**src/rtl/cordic_pkg.sv**
```systemverilog
`timescale 1ns/1ps
package cordic_pkg;

   // Fractional bits of the elaboration-time reference arithmetic
   localparam int FX = 60;

   typedef logic [1:0] iter_code_t;

   // atan(1/q) in FX fractional bits, alternating power series
   function automatic longint atan_recip(input longint q);
      longint p;
      longint s;
      s = 0;
      p = (64'sd1 <<< FX) / q;
      for (int j = 0; j < 40; j++) begin
         if (j % 2 == 0) s = s + p / longint'(2 * j + 1);
         else            s = s - p / longint'(2 * j + 1);
         p = p / (q * q);
      end
      return s;
   endfunction

   // atan(2^-i) in FX fractional bits; i = 0 uses Machin's identity
   function automatic longint atan_fx(input int i);
      if (i == 0) return 4 * atan_recip(64'sd5) - atan_recip(64'sd239);
      return atan_recip(64'sd1 <<< i);
   endfunction

   // rounding requantisation from src to dst fractional bits (src > dst)
   function automatic longint fx_round(input longint v, input int src, input int dst);
      return (v + (64'sd1 <<< (src - dst - 1))) >>> (src - dst);
   endfunction

   // integer square root, bit-pair method
   function automatic longint isqrt(input longint v);
      longint num;
      longint res;
      longint b;
      num = v;
      res = 0;
      for (int k = 31; k >= 0; k--) begin
         b = 64'sd1 <<< (2 * k);
         if (num >= res + b) begin
            num = num - res - b;
            res = (res >>> 1) + b;
         end else begin
            res = res >>> 1;
         end
      end
      return res;
   endfunction

   // 1 / prod sqrt(1 + 4^-i) over n steps, in frac fractional bits (frac < 30)
   function automatic longint gain_recip_fx(input int n, input int frac);
      longint k2;
      longint d;
      longint q;
      longint r;
      k2 = 64'sd1 <<< FX;
      for (int i = 0; i < n; i++) begin
         if (i <= 14) begin
            d  = (64'sd1 <<< (2 * i)) + 1;
            q  = k2 / d;
            r  = k2 % d;
            k2 = (q <<< (2 * i)) + ((r <<< (2 * i)) / d);
         end
      end
      return fx_round(isqrt(k2), FX / 2, frac);
   endfunction

endpackage

```
**src/rtl/cordic_atan_rom.sv**
```systemverilog
`timescale 1ns/1ps
module cordic_atan_rom
   import cordic_pkg::*;
#(
   parameter int ANG_W    = 26,
   parameter int ANG_FRAC = 23,
   parameter int DEPTH    = 21,
   parameter int IDX_W    = $clog2(DEPTH)
) (
   input  logic [IDX_W-1:0]        idx,
   output logic signed [ANG_W-1:0] atan_val
);

   logic signed [ANG_W-1:0] tbl [DEPTH];

   generate
      for (genvar g = 0; g < DEPTH; g++) begin : g_ent
         localparam longint AV = fx_round(atan_fx(g), FX, ANG_FRAC);
         assign tbl[g] = AV[ANG_W-1:0];
      end
   endgenerate

   always_comb begin
      atan_val = '0;
      for (int k = 0; k < DEPTH; k++) begin
         if (idx == IDX_W'(k)) atan_val = tbl[k];
      end
   end

endmodule

```
**src/rtl/cordic_quad_fold.sv**
```systemverilog
`timescale 1ns/1ps
module cordic_quad_fold
   import cordic_pkg::*;
#(
   parameter int XY_W     = 28,
   parameter int ANG_W    = 26,
   parameter int ANG_FRAC = 23
) (
   input  logic signed [ANG_W-1:0] ang,
   input  logic signed [XY_W-1:0]  x_init,
   output logic signed [XY_W-1:0]  x0,
   output logic signed [XY_W-1:0]  y0,
   output logic signed [ANG_W-1:0] z0
);

   localparam longint HP = fx_round(2 * atan_fx(0), FX, ANG_FRAC);
   localparam logic signed [ANG_W-1:0] HALF = HP[ANG_W-1:0];

   // quarter-turn pre-rotation: (k,0) turned by +/-pi/2 becomes (0,+/-k)
   always_comb begin
      x0 = x_init;
      y0 = '0;
      z0 = ang;
      if (ang > HALF) begin
         x0 = '0;
         y0 = x_init;
         z0 = ang - HALF;
      end else if (ang < -HALF) begin
         x0 = '0;
         y0 = -x_init;
         z0 = ang + HALF;
      end
   end

endmodule

```
**src/rtl/cordic_microrot.sv**
```systemverilog
`timescale 1ns/1ps
module cordic_microrot #(
   parameter int XY_W  = 28,
   parameter int ANG_W = 26,
   parameter int SH_W  = 5
) (
   input  logic signed [XY_W-1:0]  x_in,
   input  logic signed [XY_W-1:0]  y_in,
   input  logic signed [ANG_W-1:0] z_in,
   input  logic [SH_W-1:0]         shift,
   input  logic signed [ANG_W-1:0] atan_val,
   output logic signed [XY_W-1:0]  x_out,
   output logic signed [XY_W-1:0]  y_out,
   output logic signed [ANG_W-1:0] z_out
);

   logic signed [XY_W-1:0] xs;
   logic signed [XY_W-1:0] ys;

   assign xs = x_in >>> shift;
   assign ys = y_in >>> shift;

   always_comb begin
      if (z_in[ANG_W-1]) begin
         x_out = x_in + ys;
         y_out = y_in - xs;
         z_out = z_in + atan_val;
      end else begin
         x_out = x_in - ys;
         y_out = y_in + xs;
         z_out = z_in - atan_val;
      end
   end

endmodule

```
**src/rtl/cordic_sincos.sv**
```systemverilog
`timescale 1ns/1ps
module cordic_sincos
   import cordic_pkg::*;
#(
   parameter int ANG_W     = 26,
   parameter int ANG_FRAC  = 23,
   parameter int OUT_W     = 24,
   parameter int OUT_FRAC  = 22,
   parameter int GFRAC     = 3,
   parameter int ITER_STEP = 5
) (
   input  logic                    clk,
   input  logic                    rst_n,
   input  logic                    start,
   input  logic signed [ANG_W-1:0] angle,
   input  logic [1:0]              iter_sel,
   output logic signed [OUT_W-1:0] cos_out,
   output logic signed [OUT_W-1:0] sin_out,
   output logic                    done
);

   localparam int XY_W     = OUT_W + GFRAC + 1;
   localparam int XY_FRAC  = OUT_FRAC + GFRAC;
   localparam int MAX_ITER = 4 * ITER_STEP;
   localparam int ROM_D    = MAX_ITER + 1;
   localparam int IDX_W    = $clog2(ROM_D);
   localparam logic signed [XY_W-1:0] RND = XY_W'(1) <<< (GFRAC - 1);
   localparam longint HP = fx_round(2 * atan_fx(0), FX, ANG_FRAC);
   localparam logic [ANG_W-1:0] HALF_U = HP[ANG_W-1:0];

   generate
      if (ANG_W - ANG_FRAC < 3) begin : g_bad_ang
         $error("angle needs three integer bits to hold +/-pi");
      end
      if (OUT_W - OUT_FRAC < 2) begin : g_bad_out
         $error("outputs need two integer bits");
      end
      if (GFRAC < 1 || XY_FRAC >= 30) begin : g_bad_guard
         $error("guard bits out of range");
      end
      if (MAX_ITER > 30 || ITER_STEP < 1) begin : g_bad_iter
         $error("iteration count out of range");
      end
   endgenerate

   // gain-reciprocal preload per iteration code
   logic signed [XY_W-1:0] kpre [4];
   generate
      for (genvar g = 0; g < 4; g++) begin : g_gain
         localparam longint KV = gain_recip_fx(ITER_STEP * (g + 1), XY_FRAC);
         assign kpre[g] = KV[XY_W-1:0];
      end
   endgenerate

   logic signed [XY_W-1:0]  x_q, y_q, x_n, y_n, x0, y0;
   logic signed [ANG_W-1:0] z_q, z_n, z0, atan_cur;
   logic [IDX_W-1:0]        cnt_q, last_q, last_d;
   logic                    busy_q, done_q;

   assign last_d = IDX_W'(ITER_STEP * (int'(iter_sel) + 1) - 1);

   cordic_quad_fold #(.XY_W(XY_W), .ANG_W(ANG_W), .ANG_FRAC(ANG_FRAC)) u_fold (
      .ang(angle), .x_init(kpre[iter_sel]), .x0(x0), .y0(y0), .z0(z0)
   );

   cordic_atan_rom #(.ANG_W(ANG_W), .ANG_FRAC(ANG_FRAC), .DEPTH(ROM_D), .IDX_W(IDX_W)) u_rom (
      .idx(cnt_q), .atan_val(atan_cur)
   );

   cordic_microrot #(.XY_W(XY_W), .ANG_W(ANG_W), .SH_W(IDX_W)) u_rot (
      .x_in(x_q), .y_in(y_q), .z_in(z_q), .shift(cnt_q), .atan_val(atan_cur),
      .x_out(x_n), .y_out(y_n), .z_out(z_n)
   );

   always_ff @(posedge clk or negedge rst_n) begin
      if (!rst_n) begin
         x_q    <= '0;
         y_q    <= '0;
         z_q    <= '0;
         cnt_q  <= '0;
         last_q <= '0;
         busy_q <= 1'b0;
         done_q <= 1'b0;
      end else begin
         done_q <= 1'b0;
         if (busy_q) begin
            x_q   <= x_n;
            y_q   <= y_n;
            z_q   <= z_n;
            cnt_q <= cnt_q + 1'b1;
            if (cnt_q == last_q) begin
               busy_q <= 1'b0;
               done_q <= 1'b1;
            end
         end else if (start) begin
            x_q    <= x0;
            y_q    <= y0;
            z_q    <= z0;
            cnt_q  <= '0;
            last_q <= last_d;
            busy_q <= 1'b1;
         end
      end
   end

   logic signed [XY_W-1:0] xr, yr;
   assign xr      = x_q + RND;
   assign yr      = y_q + RND;
   assign cos_out = xr[GFRAC +: OUT_W];
   assign sin_out = yr[GFRAC +: OUT_W];
   assign done    = done_q;

   // ---------------- assertions ----------------
   function automatic logic [ANG_W-1:0] mag(input logic signed [ANG_W-1:0] v);
      return v[ANG_W-1] ? ANG_W'(-v) : ANG_W'(v);
   endfunction

   logic [ANG_W:0] res_bound;
   assign res_bound = {atan_cur, 1'b0} + (ANG_W+1)'(MAX_ITER);


   done_pulse_chk: assert property (@(posedge clk) disable iff (!rst_n)
      done_q |=> !done_q);


   idle_hold_chk: assert property (@(posedge clk) disable iff (!rst_n)
      (!busy_q && !start) |=> ($stable(cos_out) && $stable(sin_out)));


   step_advance_chk: assert property (@(posedge clk) disable iff (!rst_n)
      (busy_q && cnt_q != last_q) |=> (busy_q && cnt_q == IDX_W'($past(cnt_q) + 1'b1)));


   fold_range_chk: assert property (@(posedge clk) disable iff (!rst_n)
      $rose(busy_q) |-> ({1'b0, mag(z_q)} <= {1'b0, HALF_U} + (ANG_W+1)'(2)));


   residual_chk: assert property (@(posedge clk) disable iff (!rst_n)
      done_q |-> ({1'b0, mag(z_q)} <= res_bound));

endmodule

```
**config.mk**
```make
export PLATFORM = sky130hd
export DESIGN_NAME = cordic_sincos
export DESIGN_NICKNAME = d
export VERILOG_FILES = /design/src/rtl/cordic_pkg.sv /design/src/rtl/cordic_atan_rom.sv /design/src/rtl/cordic_quad_fold.sv /design/src/rtl/cordic_microrot.sv /design/src/rtl/cordic_sincos.sv
export SDC_FILE = /design/constraint.sdc
export NUM_CORES = 1
export LEC_CHECK = 0
export BUFFER_PORTS_ARGS = -buffer_cell sky130_fd_sc_hd__buf_2
export CAP_MARGIN = 10
export CORE_ASPECT_RATIO = 0.6
export CORE_MARGIN = 2
export CORE_UTILIZATION = 60
export DETAILED_ROUTE_END_ITERATION = 12
export GPL_TIMING_DRIVEN = 1
export PLACE_DENSITY_LB_ADDON = 0.25
export SYNTH_ARGS = -nofsm -noshare
export SYNTH_HDL_FRONTEND = slang
export SYNTH_HIERARCHICAL = 1
export SYNTH_SLANG_ARGS = --single-unit
```
**constraint.sdc**
```tcl
create_clock -name clk -period 13 [get_ports clk]
set_clock_uncertainty 0.1 [all_clocks]
set_input_delay 1.95 -clock clk [delete_from_list [all_inputs] [get_ports clk]]
set_output_delay 1.95 -clock clk [all_outputs]
set_load 0.01 [all_outputs]
```
# Word-level counts from Yosys, hierarchy flattened

Index checks and enable logic that the tools add are counted.

RAM bits: 0
Memories: 0
Input bits: 31
Word-level logic and storage cells: 99
Register bits: 94
Output and inout bits: 49
Latch bits: 0
ROM bits: 0

Div/mod/pow operators: 0
Shifts and indexed selects: 2
Multiply operators: 1
Equal/unequal tests: 21
Multiplexer cells: 46
Add/sub/neg operators: 14
Bitwise logic cells: 2
Magnitude comparators: 3
Reductions and logical operators: 3

Operator list:

| operator                                             | number |
|---|---|
| 2-to-1 mux 23 bit                                    | 21 |
| 2-to-1 mux 28 bit                                    | 12 |
| 2-to-1 mux 26 bit                                    | 5 |
| adder 28 bit                                         | 2 |
| binary-select mux 28 bit (select 2 bit)              | 1 |
| >>> shifter 28 x 5 -> 28 bit                         | 2 |
| subtractor 28 bit                                    | 2 |
| adder 27 x 4 -> 27 bit, second input constant        | 2 |
| == test 5 x 4 -> 1 bit, second input constant        | 8 |
| negation 28 bit                                      | 1 |
| adder 26 x 24 -> 26 bit                              | 1 |
| adder 26 x 25 -> 26 bit, second input constant       | 1 |
| > comparator 26 x 25 -> 1 bit, second input constant | 1 |
| < comparator 26 x 25 -> 1 bit, second input constant | 1 |
| subtractor 26 x 24 -> 26 bit                         | 1 |
| subtractor 26 x 25 -> 26 bit, second input constant  | 1 |
| == test 5 bit, second input constant                 | 5 |
| == test 5 x 3 -> 1 bit, second input constant        | 4 |
| == test 5 x 2 -> 1 bit, second input constant        | 2 |
| 2-to-1 mux 5 bit                                     | 2 |
| adder 5 x 1 -> 5 bit, second input constant          | 1 |
| == test 5 x 1 -> 1 bit, second input constant        | 1 |
| == test 5 bit                                        | 1 |
| zero test 5 bit                                      | 1 |
| 9 further kinds                                      | 13 |

# Longest topological paths before layout

Depth after elaboration: 25
Depth in mapped cells: 29
Depth with buffers taken out: 23

# Hierarchy

Netlist, hierarchy kept.

Modules (own cells, without submodules):

| module           | instances | area an instance (µm²) | seq. area each (µm²) | cells an instance |
|---|---|---|---|---|
| cordic_microrot  | 1         | 9291.4                 | 0.0                  | 1172 |
| cordic_sincos    | 1         | 5263.8                 | 2352.3               | 548 |
| cordic_quad_fold | 1         | 2200.9                 | 0.0                  | 345 |
| cordic_atan_rom  | 1         | 435.4                  | 0.0                  | 72 |

# Least setup slack after synthesis

OpenSTA, ideal clock, no wires.

Kind: register to register
Start point: register cnt_q[0]
End point: register y_q[26]
Setup slack: 7.217 ns
Data arrival time: 5.601 ns
Data required time: 12.817 ns
Library setup time: 0.083 ns
Cell stages (with the launch flop): 26
Buffers on the path: 5
Period minus slack after synthesis: 5.783 ns
Cells stage by stage: dfrtp_1 buf_6 buf_8 buf_8 buf_2 buf_6 mux4_2 a22oi_1 o21ai_1 a21oi_2 nand4_2 nor3_1 nor2_1 xor2_1 ha_1 a211oi_1 o21bai_1 or4_1 o211ai_1 a21oi_1 o41ai_1 o2111ai_1 a21oi_1 xnor2_1 nand2_1 o21ai_0

Word-level cells in the longest chain between the ends: 4
Elaborated cells between the ends (all ways): 5
Classes of those cells: 2 x add/sub; 1 x shift; 2 x mux

RTL lines:

| item                                              | line                                         | text |
|---|---|---|
| start: declaration                                | cordic_sincos.sv:57                          | `logic [IDX_W-1:0] cnt_q, last_q, last_d;` |
| start signal: assignment                          | cordic_sincos.sv:90                          | `cnt_q <= cnt_q + 1'b1;` |
| >>> shifter 28 x 5 -> 28 bit (*)                  | cordic_microrot.sv:20                        | `assign xs = x_in >>> shift;` |
| adder 28 bit or subtractor 28 bit (tied branches) | cordic_microrot.sv:30, cordic_microrot.sv:26 |  |
| 2-to-1 mux 28 bit (*)                             | cordic_microrot.sv:24                        | `if (z_in[ANG_W-1]) begin` |
| net y_n[26]                                       | cordic_sincos.sv:55                          | `logic signed [XY_W-1:0] x_q, y_q, x_n, y_n, x0, y0;` |
| 2-to-1 mux 28 bit (*)                             | cordic_sincos.sv:86                          | `if (busy_q) begin` |
| end signal: assignment                            | cordic_sincos.sv:88                          | `y_q <= y_n;` |
| end signal: assignment                            | cordic_sincos.sv:97                          | `y_q <= y0;` |
| end: declaration                                  | cordic_sincos.sv:55                          |  |

Mark *: on every way through the listed nets, which the timed path passes. The rest lies on a longest branch.
A chain may end at the register's enable or synchronous reset.

# Final worst setup path

Start point: register cnt_q[1]
End point: register y_q[26]

Same word-level chain as after synthesis.

==> results.tsv <==
metric	value	unit
status	finished clean	
P&R area growth vs syn	5.16	%
Setup crit start kind	flip-flop	
commonest non-fill, non-tap cells in the layout	nand2_1 (201), o21ai_0 (174), nor2_1 (147), mux2i_1 (147), a21oi_1 (142)	
Critical R2R Capture	y_q[26]$_DFFE_PN0P_	
nets	2316	
Max Cap Viol	0	
Detail Route Antenna Nets	0	
RSZ-0062 raised after global routing	no	
starting density of the core	61.7	%
Die ar.	30100	um2
H-Tree Depth	3	
Syn Area/Cell	8.04	um2
CP max FO	77	
sequential share of the synthesized area	13.7	%
CP startpoint	cnt_q[1]$_DFFE_PN0P_	
DR pass1 iterations	6	
HPWL Detailed	44.6	mm
width of the die	223	um
routed vias/inst	6.88	
first-pass GRT wire length	92.6	mm
Area contributors post-synth	dfrtp_1 (14%), mux2i_1 (8.6%), ha_1 (7.0%), mux4_2 (6.7%), xnor2_1 (6.1%)	
CTS tree	yes	
Row Count	47	
GPL Wtd Cong	1.02	
CP Data Required Time	13.20	ns
Netlist Area Pre-Place	17200	um2
CP endpoint	y_q[26]$_DFFE_PN0P_	
Max Fclk	135	MHz
cts bufs inserted	9	
core area	27900	um2
Syn. warnings	6	
Die Ht	135	um
Root Buffer	clkbuf_16	
largest area contributor in the netlist	dfrtp_1	
Clock Latency Late Sink	0.40	ns
Routed wire per std cell	23.7	um
placed instance count	2542	
routed wire length	60.7	mm
post-CTS setup buffers	0	
share of layout cells above drive strength 1	12.3	%
largest net degree at the start of global routing	112	
n_diodes	0	
Final Hold Fails	0	
clk buf depth	2	
hold buffer count at cts	0	
critical path class	flip-flop to flip-flop	
Hold Path Class	flip-flop to flip-flop	
Netlist cell types	108	
Least-Margin Pin Slew	1.27	ns
EDFF count, synth	0	
all-layer global routing usage	39.9	%
Max Slew Vio Count	0	
vias	17597	
fraction of registers with async set/reset	100	%
CTS resizes	0	
# setup viols final	0	
number of global-route vias before repair	15305	
commonest non-fill, non-tap cell in the layout	nand2_1	
WP data arrival	7.63	ns
post-layout min period	7.43	ns
Setup TNS	0	ns
# IOs	80	
Final period util	57.2	%
reg2reg setup slack	5.57	ns
FF-to-FF Start	cnt_q[1]$_DFFE_PN0P_	
Post-synth top flop	dfrtp_1	
Synth Register Bits	94	
grt total ovfl	0	
Worst setup EP type	flip-flop	
post-synth top area share	13.7	%
CTS clk-pin slew, worst paths	0.07	ns
count of buffers from port buffering	79	
initial antenna violation count	0	
Final Non-Filler Cells	2558	
Reg2Reg Depth	22	
Starting DRT DRC Count	2520	
max_slew headroom	15.6	%
clock sinks	94	
post-synthesis cell count	2137	
DRC	0	
-- worst max-delay path: stages (launching register included) --
cell and delay [ns]:
dfrtp_4 0.68, buf_4 0.86, nor2_1 0.35, mux2i_1 0.58, a21oi_1 0.22, mux2i_1 0.27
ha_1 0.26, inv_1 0.07, nor3_1 0.49, nor2_1 0.11, xor2_1 0.18, ha_1 0.37
a211oi_1 0.32, o21bai_1 0.22, or4_1 0.46, o211ai_1 0.37, a21oi_1 0.15, o41ai_1 0.54
o2111ai_1 0.22, a21oi_1 0.20, xnor2_1 0.14, nand2_1 0.06, o21ai_0 0.10
-- worst min path at each step --
stage | startpoint | end | slack, ns | depth (start not counted)
after floorplan | last_q[0]$_DFFE_PN0P_ | last_q[0]$_DFFE_PN0P_ | 0.37 | 2
after global placement | last_q[0]$_DFFE_PN0P_ | last_q[0]$_DFFE_PN0P_ | 0.38 | 2
after detailed placement | last_q[2]$_DFFE_PN0P_ | last_q[2]$_DFFE_PN0P_ | 0.40 | 2
after CTS | last_q[2]$_DFFE_PN0P_ | last_q[2]$_DFFE_PN0P_ | 0.42 | 2
after global routing | last_q[3]$_DFFE_PN0P_ | last_q[3]$_DFFE_PN0P_ | 0.46 | 1
final | last_q[2]$_DFFE_PN0P_ | last_q[2]$_DFFE_PN0P_ | 0.41 | 2
-- metrics by stage --
stage	instance area (um2)	setup WS, ns	utilization [%]	hold slack (ns)
finish	18100	5.57	64.9	0.413
global route	18100	5.05	64.9	0.458
CTS	18100	5.79	64.9	0.422
detailed placement	17800	5.83	63.7	0.405
global placement	17800	6.03	63.7	0.382
floorplan	17500	7.22	-	0.369
-- metal layers --
metal | vias to the layer above | GRT usage (%) | share of wire, %
met1 | 8330 | 62.6 | 46
li1 | 7948 | - | -
met2 | 1250 | 49.5 | 36
met4 | 0 | 6.64 | 1.1
met5 | - | 0.806 | 0
met3 | 69 | 16.6 | 17
-- state kept, by name, indices dropped and copies added, names as in the netlist --
| name | flops |
|---|---|
| y_q | 28 |
| last_q | 5 |
| x_q | 28 |
| cnt_q | 5 |
| busy_q | 1 |
| done | 1 |
| z_q | 26 |
-- cells by family (layout without fill, tap and decap cells) --
kind of cell	Yosys count	in the layout	share of synthesized area, %
other cells	3	76	0.0655
fa+ha+maj	99	99	7.34
buf+inv	199	180	5.80
flops	94	94	13.7
compound gates	584	584	22.0
mux	234	234	18.7
xor+xnor	221	221	11.3
simple gates	703	703	21.1
-- final cells by class --
cell class                      count  area (um2)
Multi-Input combinational cell   1917       14100
Clock buffer                       10         229
Sequential cell                    94        2370
Inverter                           62         233
Timing Repair Buffer              102         573
Tap cell                          367         459
Fill cell                        2423        9800
Clock inverter                      6        80.1
-- cells in the mapped netlist, types with 15 or more instances --
| library cell | instances |
|---|---|
| mux2_2 | 23 |
| a31oi_1 | 31 |
| or3_1 | 23 |
| nand2b_1 | 29 |
| nand2_1 | 201 |
| o21a_1 | 16 |
| o21ai_0 | 174 |
| dfrtp_1 | 94 |
| and3_1 | 43 |
| buf_2 | 33 |
| a21o_1 | 27 |
| a21oi_1 | 142 |
| nor3_1 | 62 |
| mux4_2 | 51 |
| or2_2 | 15 |
| nor2b_1 | 27 |
| nand3_1 | 47 |
| inv_1 | 60 |
| mux2i_1 | 147 |
| ha_1 | 96 |
| nor2_1 | 149 |
| xnor2_1 | 120 |
| clkbuf_1 | 65 |
| xor2_1 | 101 |
Power is left out: the tool's default activity adds up to more than one toggle a clock period on the data nets, which glitch-free logic cannot reach.
